File: src/rtl/spi_pack_master.sv
module spi_pack_master #(
  parameter int DIV_W      = 8,
  parameter int FIFO_DEPTH = 16
) (
  input  logic        clk,
  input  logic        rst_n,
  input  logic [1:0]  reg_addr,
  input  logic        reg_wr,
  input  logic [31:0] reg_wdata,
  input  logic        reg_rd,
  output logic [31:0] reg_rdata,
  output logic        sck,
  output logic        mosi,
  input  logic        miso,
  output logic        cs_n
);
  localparam int PW  = $clog2(FIFO_DEPTH);
  localparam int CW  = PW + 1;
  localparam int CW1 = CW + 1;
  localparam int P_CPOL = DIV_W;
  localparam int P_CPHA = DIV_W + 1;
  localparam int P_C16  = DIV_W + 2;
  localparam int P_BW   = DIV_W + 3;
  localparam int P_CS   = DIV_W + 5;
  localparam logic [1:0] A_CTRL = 2'd0;
  localparam logic [1:0] A_DATA = 2'd1;
  localparam logic [1:0] A_STAT = 2'd2;
  localparam logic [CW:0] DEPTH_V = CW1'(FIFO_DEPTH);

  logic [DIV_W-1:0] div_q;
  logic             cpol_q, cpha_q, c16_q, cs_q;
  logic [1:0]       bw_q;

  wire [1:0] w_bw   = reg_wdata[P_BW +: 2];
  wire       w_c16  = reg_wdata[P_C16];
  wire       cfg_ok = (w_bw != 2'd3) && !(w_bw == 2'd0 && w_c16);
  wire       cfg_wr = reg_wr && reg_addr == A_CTRL;

  wire [CW:0] bus_n = (bw_q == 2'd0) ? CW1'(1) : (bw_q == 2'd1) ? CW1'(2) : CW1'(4);
  wire [CW:0] frm_n = c16_q ? CW1'(2) : CW1'(1);

  always_ff @(posedge clk or negedge rst_n)
    if (!rst_n) begin
      div_q <= '0; cpol_q <= 1'b0; cpha_q <= 1'b0; c16_q <= 1'b0; bw_q <= 2'd0; cs_q <= 1'b1;
    end else if (cfg_wr && cfg_ok) begin
      div_q  <= reg_wdata[DIV_W-1:0];
      cpol_q <= reg_wdata[P_CPOL];
      cpha_q <= reg_wdata[P_CPHA];
      c16_q  <= w_c16;
      bw_q   <= w_bw;
      cs_q   <= reg_wdata[P_CS];
    end

  // transmit byte queue
  logic [7:0]    tx_mem [FIFO_DEPTH];
  logic [PW-1:0] tx_wp, tx_rp;
  logic [CW:0]   tx_cnt;
  logic [7:0]    wb [4];
  for (genvar g = 0; g < 4; g++) begin : g_wb
    assign wb[g] = reg_wdata[8*g +: 8];
  end

  logic busy_q, done_q;
  wire  tx_push = reg_wr && reg_addr == A_DATA && (DEPTH_V - tx_cnt) >= bus_n;
  wire  start   = !busy_q && !done_q && !cs_q && tx_cnt >= frm_n;

  always_ff @(posedge clk) begin
    for (int i = 0; i < 4; i++)
      if (tx_push && i < int'(bus_n))
        tx_mem[tx_wp + PW'(i)] <= wb[2'(int'(bus_n) - 1 - i)];
  end

  always_ff @(posedge clk or negedge rst_n)
    if (!rst_n) begin
      tx_wp <= '0; tx_rp <= '0; tx_cnt <= '0;
    end else begin
      if (tx_push) tx_wp <= tx_wp + bus_n[PW-1:0];
      if (start)   tx_rp <= tx_rp + frm_n[PW-1:0];
      tx_cnt <= tx_cnt + (tx_push ? bus_n : '0) - (start ? frm_n : '0);
    end

  // serial engine
  logic [DIV_W-1:0] dcnt;
  logic [4:0]       ecnt;
  logic             lead, mosi_q;
  logic [15:0]      sh, rxsh;

  wire [15:0] ld     = c16_q ? {tx_mem[tx_rp], tx_mem[tx_rp + PW'(1)]} : {tx_mem[tx_rp], 8'h00};
  wire        tick   = busy_q && dcnt == div_q;
  wire        is_ld  = !ecnt[0];
  wire        last_e = ecnt == (c16_q ? 5'd31 : 5'd15);
  wire        drive  = tick && (cpha_q ? is_ld : (!is_ld && !last_e));
  wire        smp    = tick && (cpha_q ? !is_ld : is_ld);

  always_ff @(posedge clk or negedge rst_n)
    if (!rst_n) begin
      busy_q <= 1'b0; done_q <= 1'b0; dcnt <= '0; ecnt <= '0;
      lead <= 1'b0; mosi_q <= 1'b0; sh <= '0; rxsh <= '0;
    end else begin
      done_q <= tick && last_e;
      if (start) begin
        busy_q <= 1'b1;
        dcnt   <= '0;
        ecnt   <= '0;
        lead   <= 1'b0;
        if (!cpha_q) begin
          mosi_q <= ld[15];
          sh     <= {ld[14:0], 1'b0};
        end else
          sh <= ld;
      end else if (busy_q) begin
        if (drive) begin
          mosi_q <= sh[15];
          sh     <= {sh[14:0], 1'b0};
        end
        if (smp) rxsh <= {rxsh[14:0], miso};
        if (tick) begin
          dcnt <= '0;
          lead <= ~lead;
          ecnt <= ecnt + 5'd1;
          if (last_e) busy_q <= 1'b0;
        end else
          dcnt <= dcnt + DIV_W'(1);
      end
    end

  // receive byte queue
  logic [7:0]    rx_mem [FIFO_DEPTH];
  logic [PW-1:0] rx_wp, rx_rp;
  logic [CW:0]   rx_cnt;
  logic          ovr_q;

  wire rx_fits = (DEPTH_V - rx_cnt) >= frm_n;
  wire rx_push = done_q && rx_fits;
  wire rx_have = rx_cnt >= frm_n;
  wire rx_pop  = reg_rd && reg_addr == A_DATA && rx_have;
  wire ovr_clr = reg_wr && reg_addr == A_STAT && reg_wdata[5];

  always_ff @(posedge clk)
    if (rx_push) begin
      if (c16_q) begin
        rx_mem[rx_wp]           <= rxsh[15:8];
        rx_mem[rx_wp + PW'(1)]  <= rxsh[7:0];
      end else
        rx_mem[rx_wp] <= rxsh[7:0];
    end

  always_ff @(posedge clk or negedge rst_n)
    if (!rst_n) begin
      rx_wp <= '0; rx_rp <= '0; rx_cnt <= '0; ovr_q <= 1'b0;
    end else begin
      if (rx_push) rx_wp <= rx_wp + frm_n[PW-1:0];
      if (rx_pop)  rx_rp <= rx_rp + frm_n[PW-1:0];
      rx_cnt <= rx_cnt + (rx_push ? frm_n : '0) - (rx_pop ? frm_n : '0);
      if (done_q && !rx_fits) ovr_q <= 1'b1;
      else if (ovr_clr)       ovr_q <= 1'b0;
    end

  wire [31:0] rx_word = !rx_have ? 32'h0 :
                        c16_q ? {16'h0, rx_mem[rx_rp], rx_mem[rx_rp + PW'(1)]} :
                                {24'h0, rx_mem[rx_rp]};

  always_comb
    case (reg_addr)
      A_CTRL:  reg_rdata = 32'({cs_q, bw_q, c16_q, cpha_q, cpol_q, div_q});
      A_DATA:  reg_rdata = rx_word;
      A_STAT:  reg_rdata = 32'({rx_cnt[CW-1:0], tx_cnt[CW-1:0], ovr_q,
                                rx_cnt == DEPTH_V, rx_cnt == '0,
                                tx_cnt == DEPTH_V, tx_cnt == '0, busy_q});
      default: reg_rdata = 32'h0;
    endcase

  assign sck  = lead ^ cpol_q;
  assign mosi = mosi_q;
  assign cs_n = cs_q;
endmodule


File: config.mk
export PLATFORM = sky130hd
export DESIGN_NAME = spi_pack_master
export DESIGN_NICKNAME = d
export VERILOG_FILES = /design/src/rtl/spi_pack_master.sv
export SDC_FILE = /design/constraint.sdc
export NUM_CORES = 1
export LEC_CHECK = 0
export BUFFER_PORTS_ARGS = -buffer_cell sky130_fd_sc_hd__clkbuf_2
export CAP_MARGIN = 20
export CORE_MARGIN = 1.5
export CORE_UTILIZATION = 40
export CTS_CLUSTER_SIZE = 30
export DETAILED_ROUTE_END_ITERATION = 16
export PLACE_DENSITY = 0.63
export RECOVER_POWER = 50
export SYNTH_ARGS = -nofsm -noshare
export SYNTH_HDL_FRONTEND = slang
export SYNTH_SLANG_ARGS = --single-unit
File: constraint.sdc
create_clock -name clk -period 6.1 [get_ports clk]
set_input_delay 0.305 -clock clk [delete_from_list [all_inputs] [get_ports clk]]
set_output_delay 0.305 -clock clk [all_outputs]
set_load 0.02 [all_outputs]
* Yosys cells after proc, flatten, opt, wreduce, memory -nomap -nowiden
Memory sizes are Yosys's and may differ from the RTL's.
Index checks and enable logic that the tools add are counted.
W data, S select, Z words.
** Storage, ports and cells
- Output and inout port bits :: 35
- Memory bits (writable) :: 256
- Flip-flop bits (word level) :: 92
- Input port bits :: 39
- Logic and storage cells :: 182
- Memories :: 2
** Cells by class
- Reductions and logical operators :: 44
- Bitwise logic cells :: 8
- Mux-type cells :: 64
- Order comparisons :: 12
- Add/subtract/negate cells :: 22
- Equality and inequality tests :: 9
** Memories
- rx_mem :: depth 16, bits a word 8, rd ports 2, clocked after memory_dff 0, wr ports 2, RTL line 128 : logic [7:0] rx_mem [FIFO_DEPTH];
- tx_mem :: depth 16, bits a word 8, rd ports 2, clocked after memory_dff 0, wr ports 4, RTL line 55 : logic [7:0] tx_mem [FIFO_DEPTH];
** Operator list (count)
- $mux W8 :: 13
- $mux W16 :: 6
- $bmux W8 S2 :: 4
- $pmux W16 S3 :: 1
- $mux W1 :: 29
- $logic_and A1 B1 Y1 :: 24
- $mux W5 :: 4
- $ge A6 B2 Y1 :: 3
- $add A4 B1 Y4 const B :: 4
- $add A4 B2 Y4 :: 3
- $eq A6 B5 Y1 const B :: 2
- $ge A2 B3 Y1 const B :: 4
- $logic_not A6 Y1 :: 2
- $sub A5 B6 Y6 const A :: 2
- $sub A6 B2 Y6 :: 2
- $mux W3 :: 3
- $add A4 B2 Y4 const B :: 2
- $add A8 B1 Y8 const B :: 1
- $eq A8 B8 Y1 :: 1
- $mux W2 :: 4
- $not A2 Y2 :: 4
- $reduce_bool A2 Y1 :: 4
- $logic_not A1 Y1 :: 7
- $add A6 B2 Y6 :: 1
- 18 further kinds :: 29

* Longest topological paths before layout
Gate-level depths: netlist of the first run.
- Word-level depth :: 9
- Mapped depth :: 21
- Mapped depth without buffers :: 16

* Worst setup path before layout of the first run
OpenSTA, ideal clock, no wires.
- Path kind :: reg-to-reg
- Start :: register bw_q[1]
- End :: register tx_cnt[5]
- Setup time :: 79 ps
- Clock period less this slack :: 4206 ps
- Stages on the path, launching flop included :: 21
- Arrival time :: 4127 ps
- Data required time :: 6021 ps
- Setup slack :: 1894 ps
- Buffers on the path :: 5
- Cells stage by stage :: dfrtp_1 buf_2 buf_1 buf_1 inv_1 nand2_1 ha_1 a21o_1 a22oi_4 buf_4 a21oi_1 buf_2 nand2_1 fa_1 inv_1 ha_1 a21o_1 a21oi_1 o21bai_1 a21oi_1 xor2_1
** On the way
- Word-level cells in the longest chain between the ends :: 8
- Elaborated cells between the ends (all ways) :: 9
- Classes of those cells :: add/sub: 2; order compare: 1; eq/ne: 1; mux: 3; reduce/logical: 2
** Ends and longest elaborated chain
- from (decl) :: RTL line 32 : logic [1:0] bw_q;
- from (signal assigned) :: RTL line 50 : bw_q <= w_bw;
- $eq A2 B1 Y1 :: RTL line 39 : wire [CW:0] bus_n = (bw_q == 2'd0) ? CW1'(1) : (bw_q == 2'd1) ? CW1'(2) : CW1'(4);
- $mux W3 :: RTL line 39
- $mux W3 (*) :: RTL line 39
- $ge A6 B3 Y1 :: RTL line 64 : wire tx_push = reg_wr && reg_addr == A_DATA && (DEPTH_V - tx_cnt) >= bus_n;
- $logic_and A1 B1 Y1 :: RTL line 64
- $mux W3 (*) :: RTL line 79 : tx_cnt <= tx_cnt + (tx_push ? bus_n : '0) - (start ? frm_n : '0);
- $add A6 B3 Y6 (*) :: RTL line 79
- $sub A6 B2 Y6 (*) :: RTL line 79
- to (signal assigned) :: RTL line 79
- to (decl) :: RTL line 57 : logic [CW:0] tx_cnt;
Mark *: on every way between the ends. The rest lies on a longest branch, timed or not.
A chain may end at the register's enable or synchronous reset.

* Final worst setup path of the first run
- Start :: register c16_q
- End :: register tx_cnt[4]
** On the way
- Word-level cells in the longest chain between the ends :: 5
** Ends and longest elaborated chain
- from (decl) :: RTL line 31 : logic cpol_q, cpha_q, c16_q, cs_q;
- from (signal assigned) :: RTL line 49 : c16_q <= w_c16;
- $mux W2 (*) :: RTL line 40 : wire [CW:0] frm_n = c16_q ? CW1'(2) : CW1'(1);
- $ge A6 B2 Y1 :: RTL line 65 : wire start = !busy_q && !done_q && !cs_q && tx_cnt >= frm_n;
- $logic_and A1 B1 Y1 :: RTL line 65
- $mux W2 (*) :: RTL line 79
- $sub A6 B2 Y6 (*) :: RTL line 79
Marked as above.

==> impl_metrics.xml, run 1 <==
<?xml version="1.0" encoding="UTF-8"?>
<metrics>
  <group name="synth">
    <metric name="synth_top_area_share" unit="%">31.3</metric>
    <metric name="most_area_hungry_cell_type_in_the_yosys_netlist" unit="">sky130_fd_sc_hd__edfxtp_1</metric>
    <metric name="summed_instance_area_of_the_synthesized_netlist" unit="um^2">24600</metric>
    <metric name="synth_top_flop_cell" unit="">sky130_fd_sc_hd__edfxtp_1</metric>
    <metric name="yosys_register_bits" unit="">348</metric>
    <metric name="yosysUniqueCellTypes" unit="">86</metric>
    <metric name="synth.most_common_cell" unit="">sky130_fd_sc_hd__edfxtp_1</metric>
    <metric name="ys_top_cells_by_count" unit="">sky130_fd_sc_hd__edfxtp_1 (256), sky130_fd_sc_hd__mux2_2 (183), sky130_fd_sc_hd__nand2_1 (183)</metric>
    <metric name="synth-async-reset-ratio" unit="%">26.4</metric>
    <metric name="synthesis.area_per_instance" unit="um^2">11.6</metric>
    <metric name="synth_enable_flop_cells" unit="">256</metric>
    <metric name="largest_cells_by_area_after_synthesis" unit="">sky130_fd_sc_hd__edfxtp_1 (31%), sky130_fd_sc_hd__mux4_2 (12%), sky130_fd_sc_hd__dfrtp_1 (9.3%)</metric>
    <metric name="yosys_warnings" unit="">0</metric>
    <metric name="yosysSeqAreaShare" unit="%">40.6</metric>
    <metric name="synthesis.instances" unit="">2121</metric>
  </group>
  <group name="pwr">
    <metric name="power_density" unit="nW/um^2">430</metric>
    <metric name="switch_share" unit="%">43.1</metric>
    <metric name="ir_drop" unit="uV">282</metric>
    <metric name="power.combinational.fraction" unit="%">48.1</metric>
    <metric name="p_leak" unit="uW">0.00970</metric>
    <metric name="clkPwrFrac" unit="%">22.7</metric>
    <metric name="power_report.internal_total" unit="uW">6580</metric>
    <metric name="seq_power_share" unit="%">29.2</metric>
    <metric name="psw" unit="uW">4980</metric>
    <metric name="p_total" unit="uW">11600</metric>
  </group>
  <group name="final_layout">
    <metric name="nets" unit="">2221</metric>
    <metric name="multi_input_comb_area" unit="um^2">13600</metric>
    <metric name="post_route_cells_drive_above_1_share" unit="%">24.6</metric>
    <metric name="ff_latch_area" unit="um^2">10000</metric>
    <metric name="fin_util" unit="%">44.4</metric>
    <metric name="fillerInstances" unit="">5667</metric>
    <metric name="stdcell_area" unit="um^2">26900</metric>
    <metric name="instances_no_fill" unit="">2942</metric>
    <metric name="areaGrowthSynthToFinish" unit="%">9.43</metric>
  </group>
  <group name="grt">
    <metric name="number_of_global_route_vias_before_repair" unit="">18800</metric>
    <metric name="number_of_antenna_violations_at_the_first_check_in_global_routing" unit="">9</metric>
    <metric name="all_layer_global_routing_usage" unit="%">27.2</metric>
    <metric name="grt_max_degree" unit="">96</metric>
    <metric name="global_route_wire_length_before_repair" unit="um">126000</metric>
    <metric name="grt.overflow.total" unit="">0</metric>
  </group>
  <group name="critical_path">
    <metric name="timing.critical_path.mode_cell" unit="">sky130_fd_sc_hd__inv_1</metric>
    <metric name="timing.reg2reg.setup_slack" unit="ps">1410</metric>
    <metric name="category_of_cells_accounting_for_the_largest_share_of_critical_path_delay" unit="">buffers and inverters</metric>
    <metric name="setup.worst_path.class" unit="">reg -&gt; reg</metric>
    <metric name="critical_path_buf_inv_count" unit="">5</metric>
    <metric name="worstPathCellList" unit="">inv_1 -&gt; ha_1 -&gt; nand2b_1 -&gt; a2111oi_0 -&gt; o21ai_0 -&gt; nand2_1 -&gt; clkbuf_1 -&gt; nor2_1 -&gt; ha_1 -&gt; inv_1 -&gt; ha_1 -&gt; inv_1 -&gt; fa_1 -&gt; inv_1 -&gt; a21o_1 -&gt; a21oi_1 -&gt; xnor2_1</metric>
    <metric name="cp-end-kind" unit="">flop</metric>
    <metric name="critical-path-slowest-cell" unit="">sky130_fd_sc_hd__clkbuf_1</metric>
    <metric name="cp-startpoint" unit="">c16_q</metric>
    <metric name="critical_path_peak_fanout" unit="">23</metric>
    <metric name="startpoint_type" unit="">flop</metric>
    <metric name="worst_ep_arrival_time" unit="ps">5150</metric>
    <metric name="worstSetupPathDepth" unit="">17</metric>
    <metric name="crit_path_max_incr_delay" unit="ps">960</metric>
    <metric name="ff2ff_path_depth" unit="">17</metric>
    <metric name="worst_r2r_startpoint" unit="">c16_q</metric>
    <metric name="worst-endpoint-required" unit="ps">6560</metric>
  </group>
  <group name="timing">
    <metric name="report.final.slew_viol_count" unit="">246</metric>
    <metric name="max_slew_margin" unit="%">-24.5</metric>
    <metric name="timing_hold_violations_final" unit="">0</metric>
    <metric name="share_of_the_clock_period_used_by_the_worst_path" unit="%">76.9</metric>
    <metric name="fin_tns_setup" unit="ps">0</metric>
    <metric name="fmax" unit="GHz">0.213</metric>
    <metric name="worstMarginPinSlew" unit="ps">1870</metric>
    <metric name="clock_skew" unit="ps">24.5</metric>
    <metric name="grt_setup_unrepaired" unit="">false</metric>
    <metric name="time_the_worst_path_needs_with_i_o_delays_and_setup" unit="ps">4690</metric>
    <metric name="setup_viol_count_final" unit="">0</metric>
  </group>
  <group name="status">
    <metric name="violations_in_the_final_reports" unit="">max-capacitance violations, max-slew violations</metric>
    <metric name="status" unit="">finished, violations left</metric>
  </group>
  <group name="routing">
    <metric name="drc_violations_left" unit="">0</metric>
    <metric name="first_pass_iters" unit="">8</metric>
    <metric name="dr_total_vias" unit="">19700</metric>
    <metric name="drt-vias-per-instance" unit="">6.71</metric>
    <metric name="postRouteAntennaNets" unit="">0</metric>
    <metric name="drt-initial-drc-count" unit="">2750</metric>
    <metric name="drt_wl_total" unit="um">86800</metric>
    <metric name="avgRoutedWirePerCell" unit="um">29.5</metric>
  </group>
  <group name="min_path">
    <metric name="hold_start" unit="">reg_rd</metric>
    <metric name="hp-class" unit="">in -&gt; reg</metric>
    <metric name="timing.hold.worst_path_depth" unit="">3</metric>
  </group>
  <group name="clock_tree">
    <metric name="path_clk_slew" unit="ps">60</metric>
    <metric name="cts_tree" unit="">done</metric>
    <metric name="post_cts_hold_buffer_count" unit="">2</metric>
    <metric name="cts.path.max_buffers" unit="">3</metric>
    <metric name="clk_root_buffer_cell" unit="">sky130_fd_sc_hd__clkbuf_16</metric>
    <metric name="clock_sinks" unit="">348</metric>
    <metric name="clock_insertion_delay_worst_skew" unit="ps">570</metric>
    <metric name="cts_setup_buffers" unit="">0</metric>
    <metric name="ctsResizeCount" unit="">0</metric>
    <metric name="cts_buffers" unit="">41</metric>
    <metric name="ctsHtreeMaxLevel" unit="">2</metric>
  </group>
  <group name="placed_design">
    <metric name="place_area" unit="um^2">25500</metric>
    <metric name="io_buffers" unit="">57</metric>
    <metric name="place.gp.congestion" unit="">1.02</metric>
    <metric name="dp_hpwl" unit="um">63100</metric>
    <metric name="dp_cells" unit="">2857</metric>
  </group>
  <group name="floorplan">
    <metric name="floorplan.die.width" unit="um">251</metric>
    <metric name="floorplan.rows" unit="">90</metric>
    <metric name="core_area" unit="um^2">60600</metric>
    <metric name="initial_utilization" unit="%">40.6</metric>
    <metric name="fp.dieArea" unit="um^2">63000</metric>
    <metric name="die_height" unit="um">251</metric>
    <metric name="io-pin-count" unit="">74</metric>
  </group>
  <group name="flow_run">
    <metric name="maxCapViolCount" unit="">15</metric>
  </group>
</metrics>
area by class of cell:
| type | instances | area share (%) |
|---|---|---|
| Antenna cell | 2 | 0.0186 |
| Clock buffer | 60 | 4.50 |
| Clock inverter | 15 | 0.772 |
| Inverter | 45 | 0.628 |
| Multi-Input combinational cell | 1572 | 50.5 |
| Sequential cell | 348 | 37.2 |
| Tap cell | 782 | 3.64 |
| Timing Repair Buffer | 118 | 2.79 |
tightest hold or removal path: stages:
cell	delay, ps
sky130_fd_sc_hd__clkbuf_2	110
sky130_fd_sc_hd__nand3b_1	100
sky130_fd_sc_hd__xnor2_1	70
routing by layer:
metal  vias up  wire [um]  global-route usage (%)
met2      1285      37800                    40.8
met1      9812      33800                    36.5
met5         -         96                       0
met3       269      10000                    6.70
li1       8352          -                       -
met4        16       5100                    13.8
state kept, by name, summed over array words and instances, names as in the netlist, 5 cells and up:
signal and count:
rxsh 16, tx_mem 128, sh 16, dcnt 8, rx_cnt 6, ecnt 5, tx_cnt 6, rx_mem 128
div_q 8
layout by cell type, fill, tap and decap left out, drive strengths merged, types with 22 or more instances in the layout:
master	n
edfxtp	256
inv	45
dfrtp	91
nand3	37
xnor2	26
o21ai	102
o22ai	110
a22oi	59
nor3	29
nand2	186
mux2	183
a21oi	63
ha	48
nor2	124
xor2	22
clkbuf	121
buf	55
o221ai	34
a221o	23
mux4	128
mux2i	159
o21a	30
worst paths after layout:
path	end
worst max-delay path	tx_cnt[4]
worst min-delay path	rx_rp[2]
worst max register to register	tx_cnt[4]
worst min register to register	ovr_q
max in group asynchronous	bw_q[1]
min in group asynchronous	sh[9]
power by group through the flow:
| stage | clock, uW | combinational [uW] | sequential [uW] |
|---|---|---|---|
| 6_report | 2620 | 5560 | 3380 |
| 5_1_grt | 2740 | 5870 | 3420 |
| 4_1_cts | 2650 | 5440 | 3370 |
| 3_5_place_dp | 0 | 5420 | 3410 |
| 3_3_place_gp | 0 | 5320 | 3400 |
| 2_1_floorplan | 0 | 4060 | 3100 |
stage by stage:
stage               worst slack (ps)  hold slack [ps]
finish                          1410             64.4
global route                     854             61.6
CTS                             1850             45.3
detailed placement              1840              282
global placement                1930              273
floorplan                       1890             9.41
kinds of logic (layout without fill, tap and decap cells):
| logic type | Yosys count | after routing | share of synthesized area (%) |
|---|---|---|---|
| fa+ha+maj | 56 | 56 | 3.09 |
| buf+inv | 216 | 238 | 4.14 |
| other cells | 1 | 18 | 0.0152 |
| mux | 470 | 470 | 26.6 |
| simple gates | 454 | 454 | 8.56 |
| flops | 348 | 348 | 40.6 |
| xor+xnor | 48 | 48 | 1.74 |
| compound gates | 528 | 528 | 15.2 |
No activity file was read; power rests on OpenSTA's default activity.
==> inputs of run 2 (changes only) <==
--- a/config.mk
+++ b/config.mk
@@ -11,7 +11,7 @@
 export CORE_UTILIZATION = 40
 export CTS_CLUSTER_SIZE = 30
 export DETAILED_ROUTE_END_ITERATION = 16
-export PLACE_DENSITY = 0.63
+export PLACE_DENSITY = 0.65
 export RECOVER_POWER = 50
 export SYNTH_ARGS = -nofsm -noshare
 export SYNTH_HDL_FRONTEND = slang
==> constraint.sdc (replaced) <==
create_clock -name clk -period 4.3 [get_ports clk]
set_input_delay 0.215 -clock clk [delete_from_list [all_inputs] [get_ports clk]]
set_output_delay 0.215 -clock clk [all_outputs]
set_load 0.02 [all_outputs]
==> run 2 against run 1 <==
The flow still finishes with violations (max-capacitance violations, max-slew violations). Sequential power rose by 36%. Via count fell by 0.23%. Final cell count rose by 1.4%. Clock power rose by 37%. Register-to-register slack got worse by 930 ps. Worst setup slack got worse by 930 ps. Global-route usage fell by 0.49 points. Combinational power rose by 48%. Clock-buffer cell count fell by 14. Total power rose by 42%. Clock skew rose by 21 ps.
==> impl_metrics.xml, run 2 (synthesis gave the netlist of run 1 again) <==
<?xml version="1.0" encoding="UTF-8"?>
<metrics>
  <group name="clock_tree">
    <metric name="clock_insertion_delay_worst_skew" unit="ps">600</metric>
    <metric name="ctsHtreeMaxLevel" unit="">2</metric>
    <metric name="cts_setup_buffers" unit="">0</metric>
    <metric name="cts_tree" unit="">done</metric>
    <metric name="path_clk_slew" unit="ps">60</metric>
    <metric name="cts.path.max_buffers" unit="">3</metric>
    <metric name="clk_root_buffer_cell" unit="">sky130_fd_sc_hd__clkbuf_16</metric>
    <metric name="clock_sinks" unit="">348</metric>
    <metric name="cts_buffers" unit="">40</metric>
    <metric name="post_cts_hold_buffer_count" unit="">10</metric>
    <metric name="ctsResizeCount" unit="">0</metric>
  </group>
  <group name="placed_design">
    <metric name="io_buffers" unit="">57</metric>
    <metric name="place.gp.congestion" unit="">0.985</metric>
    <metric name="dp_slack" unit="ps">642</metric>
    <metric name="dp_hpwl" unit="um">62100</metric>
    <metric name="dp_cells" unit="">2892</metric>
  </group>
  <group name="grt">
    <metric name="grt.overflow.total" unit="">0</metric>
    <metric name="all_layer_global_routing_usage" unit="%">26.7</metric>
    <metric name="number_of_antenna_violations_at_the_first_check_in_global_routing" unit="">11</metric>
    <metric name="global_route_wire_length_before_repair" unit="um">125000</metric>
    <metric name="grt_max_degree" unit="">94</metric>
    <metric name="number_of_global_route_vias_before_repair" unit="">19000</metric>
  </group>
  <group name="final_layout">
    <metric name="areaGrowthSynthToFinish" unit="%">10.6</metric>
    <metric name="nets" unit="">2263</metric>
    <metric name="most-common-layout-cells" unit="">sky130_fd_sc_hd__edfxtp_1 (256), sky130_fd_sc_hd__nand2_1 (183), sky130_fd_sc_hd__mux2_2 (180)</metric>
    <metric name="biggestRegsByFlops" unit="">rx_mem: 128 flops, tx_mem: 128 flops</metric>
    <metric name="final_common_cell" unit="">sky130_fd_sc_hd__edfxtp_1</metric>
    <metric name="fin_util" unit="%">44.9</metric>
    <metric name="post_route_cells_drive_above_1_share" unit="%">25.3</metric>
    <metric name="fillerInstances" unit="">5537</metric>
    <metric name="instances_no_fill" unit="">2984</metric>
  </group>
  <group name="critical_path">
    <metric name="cp-end-kind" unit="">flop</metric>
    <metric name="setup.worst_path.class" unit="">reg -&gt; reg</metric>
    <metric name="timing.critical_path.mode_cell" unit="">sky130_fd_sc_hd__nand2_1</metric>
    <metric name="critical_path_peak_fanout" unit="">18</metric>
    <metric name="critical-path-slowest-cell" unit="">sky130_fd_sc_hd__dfrtp_1</metric>
    <metric name="worst-endpoint-required" unit="ps">4510</metric>
    <metric name="worstPathCellList" unit="">ha_1 -&gt; nand2_1 -&gt; xnor2_1 -&gt; nand2_1 -&gt; nor3_1 -&gt; o21a_1 -&gt; o21bai_1</metric>
    <metric name="critical_path_buf_inv_count" unit="">0</metric>
    <metric name="crit_path_max_incr_delay" unit="ps">800</metric>
    <metric name="category_of_cells_accounting_for_the_largest_share_of_critical_path_delay" unit="">compound AO/OA/AOI/OAI gates</metric>
    <metric name="startpoint_type" unit="">flop</metric>
    <metric name="worst_ep_arrival_time" unit="ps">4030</metric>
  </group>
  <group name="timing">
    <metric name="grt_setup_unrepaired" unit="">false</metric>
    <metric name="setup_viol_count_final" unit="">0</metric>
    <metric name="clock_skew" unit="ps">45.8</metric>
    <metric name="max_slew_margin" unit="%">-23.3</metric>
    <metric name="fin_tns_setup" unit="ps">0</metric>
    <metric name="share_of_the_clock_period_used_by_the_worst_path" unit="%">88.9</metric>
    <metric name="report.final.slew_viol_count" unit="">194</metric>
    <metric name="worstMarginPinSlew" unit="ps">1830</metric>
    <metric name="timing_hold_violations_final" unit="">0</metric>
    <metric name="final.hold.worst_slack" unit="ps">31.6</metric>
    <metric name="fmax" unit="GHz">0.262</metric>
    <metric name="time_the_worst_path_needs_with_i_o_delays_and_setup" unit="ps">3820</metric>
    <metric name="finalWorstSetupSlack" unit="ps">476</metric>
  </group>
  <group name="routing">
    <metric name="drc_violations_left" unit="">0</metric>
    <metric name="first_pass_iters" unit="">6</metric>
    <metric name="top_layer" unit="">met5</metric>
    <metric name="routed_length_on_met1" unit="um">32800</metric>
    <metric name="avgRoutedWirePerCell" unit="um">28.5</metric>
    <metric name="detailroute.wirelength.met2" unit="um">39200</metric>
    <metric name="postRouteAntennaNets" unit="">0</metric>
    <metric name="dr_total_vias" unit="">19700</metric>
    <metric name="drt-initial-drc-count" unit="">2904</metric>
    <metric name="met3_length" unit="um">7450</metric>
    <metric name="drt-vias-per-instance" unit="">6.60</metric>
    <metric name="drt_wl_total" unit="um">84900</metric>
  </group>
  <group name="pwr">
    <metric name="ir_drop" unit="uV">394</metric>
    <metric name="power_density" unit="nW/um^2">604</metric>
    <metric name="p_leak" unit="uW">0.00984</metric>
  </group>
  <group name="floorplan">
    <metric name="io-pin-count" unit="">74</metric>
    <metric name="die_height" unit="um">251</metric>
    <metric name="core_area" unit="um^2">60600</metric>
    <metric name="initial_utilization" unit="%">40.6</metric>
    <metric name="floorplan.rows" unit="">90</metric>
    <metric name="fp.dieArea" unit="um^2">63000</metric>
    <metric name="floorplan.die.width" unit="um">251</metric>
  </group>
  <group name="flow_run">
    <metric name="maxCapViolCount" unit="">14</metric>
  </group>
  <group name="min_path">
    <metric name="hp-class" unit="">in -&gt; reg</metric>
  </group>
  <group name="status">
    <metric name="violations_in_the_final_reports" unit="">max-capacitance violations, max-slew violations</metric>
    <metric name="status" unit="">finished, violations left</metric>
  </group>
</metrics>
-- run 2: changes by cell type in the layout (fill, tap and decap cells not counted), sizes merged --
cell / before / now
buf: 55 / 78
dlygate4sd3: 2 / 10
clkinv: 9 / 16
clkinvlp: 1 / 7
clkbuf: 121 / 119
bufinv: 5 / 4
inv: 45 / 46
-- run 2: final cells by class --
| cell class | instances | area (um^2) | area share [%] |
|---|---|---|---|
| multi-input combinational | 1572 | 13600 | 49.9 |
| sequential | 348 | 10000 | 36.8 |
| timing repair buffer | 161 | 1080 | 3.97 |
| clock buffer | 46 | 1070 | 3.95 |
| tap | 782 | 978 | 3.60 |
| clock inverter | 28 | 315 | 1.16 |
| inverter | 45 | 169 | 0.621 |
| antenna | 2 | 5.00 | 0.0184 |
-- run 2: per-layer routing --
metal,up-vias,global-route usage [%]
met5,-,0
met4,16,14.3
met3,286,4.83
met2,1139,42.7
met1,9803,34.4
li1,8445,-
-- run 2: path summary, 6_finish.rpt --
path                       slack, ps           end         start  cells past startpoint
max                              480  tx_mem[9][5]      tx_wp[2]                      7
min                               30      div_q[1]  reg_wdata[1]                      2
max reg2reg                      480  tx_mem[9][5]      tx_wp[2]                      7
min reg2reg                      500         ovr_q         ovr_q                      1
max in group asynchronous       1330       bw_q[1]         rst_n                      3
min in group asynchronous        610      div_q[4]         rst_n                      2
-- run 2: power by group --
group	internal [uW]	switching [uW]
combinational	3120	5120
sequential	4100	514
clock	2070	1520
total	9280	7160
-- run 2: through the flow --
stage / instance area, um^2 / power (uW)
after floorplan: 24600 / 10200
after global placement: 25800 / 12700
after detailed placement: 25800 / 12800
after CTS: 27300 / 16400
after global routing: 27200 / 17100
final: 27200 / 16400
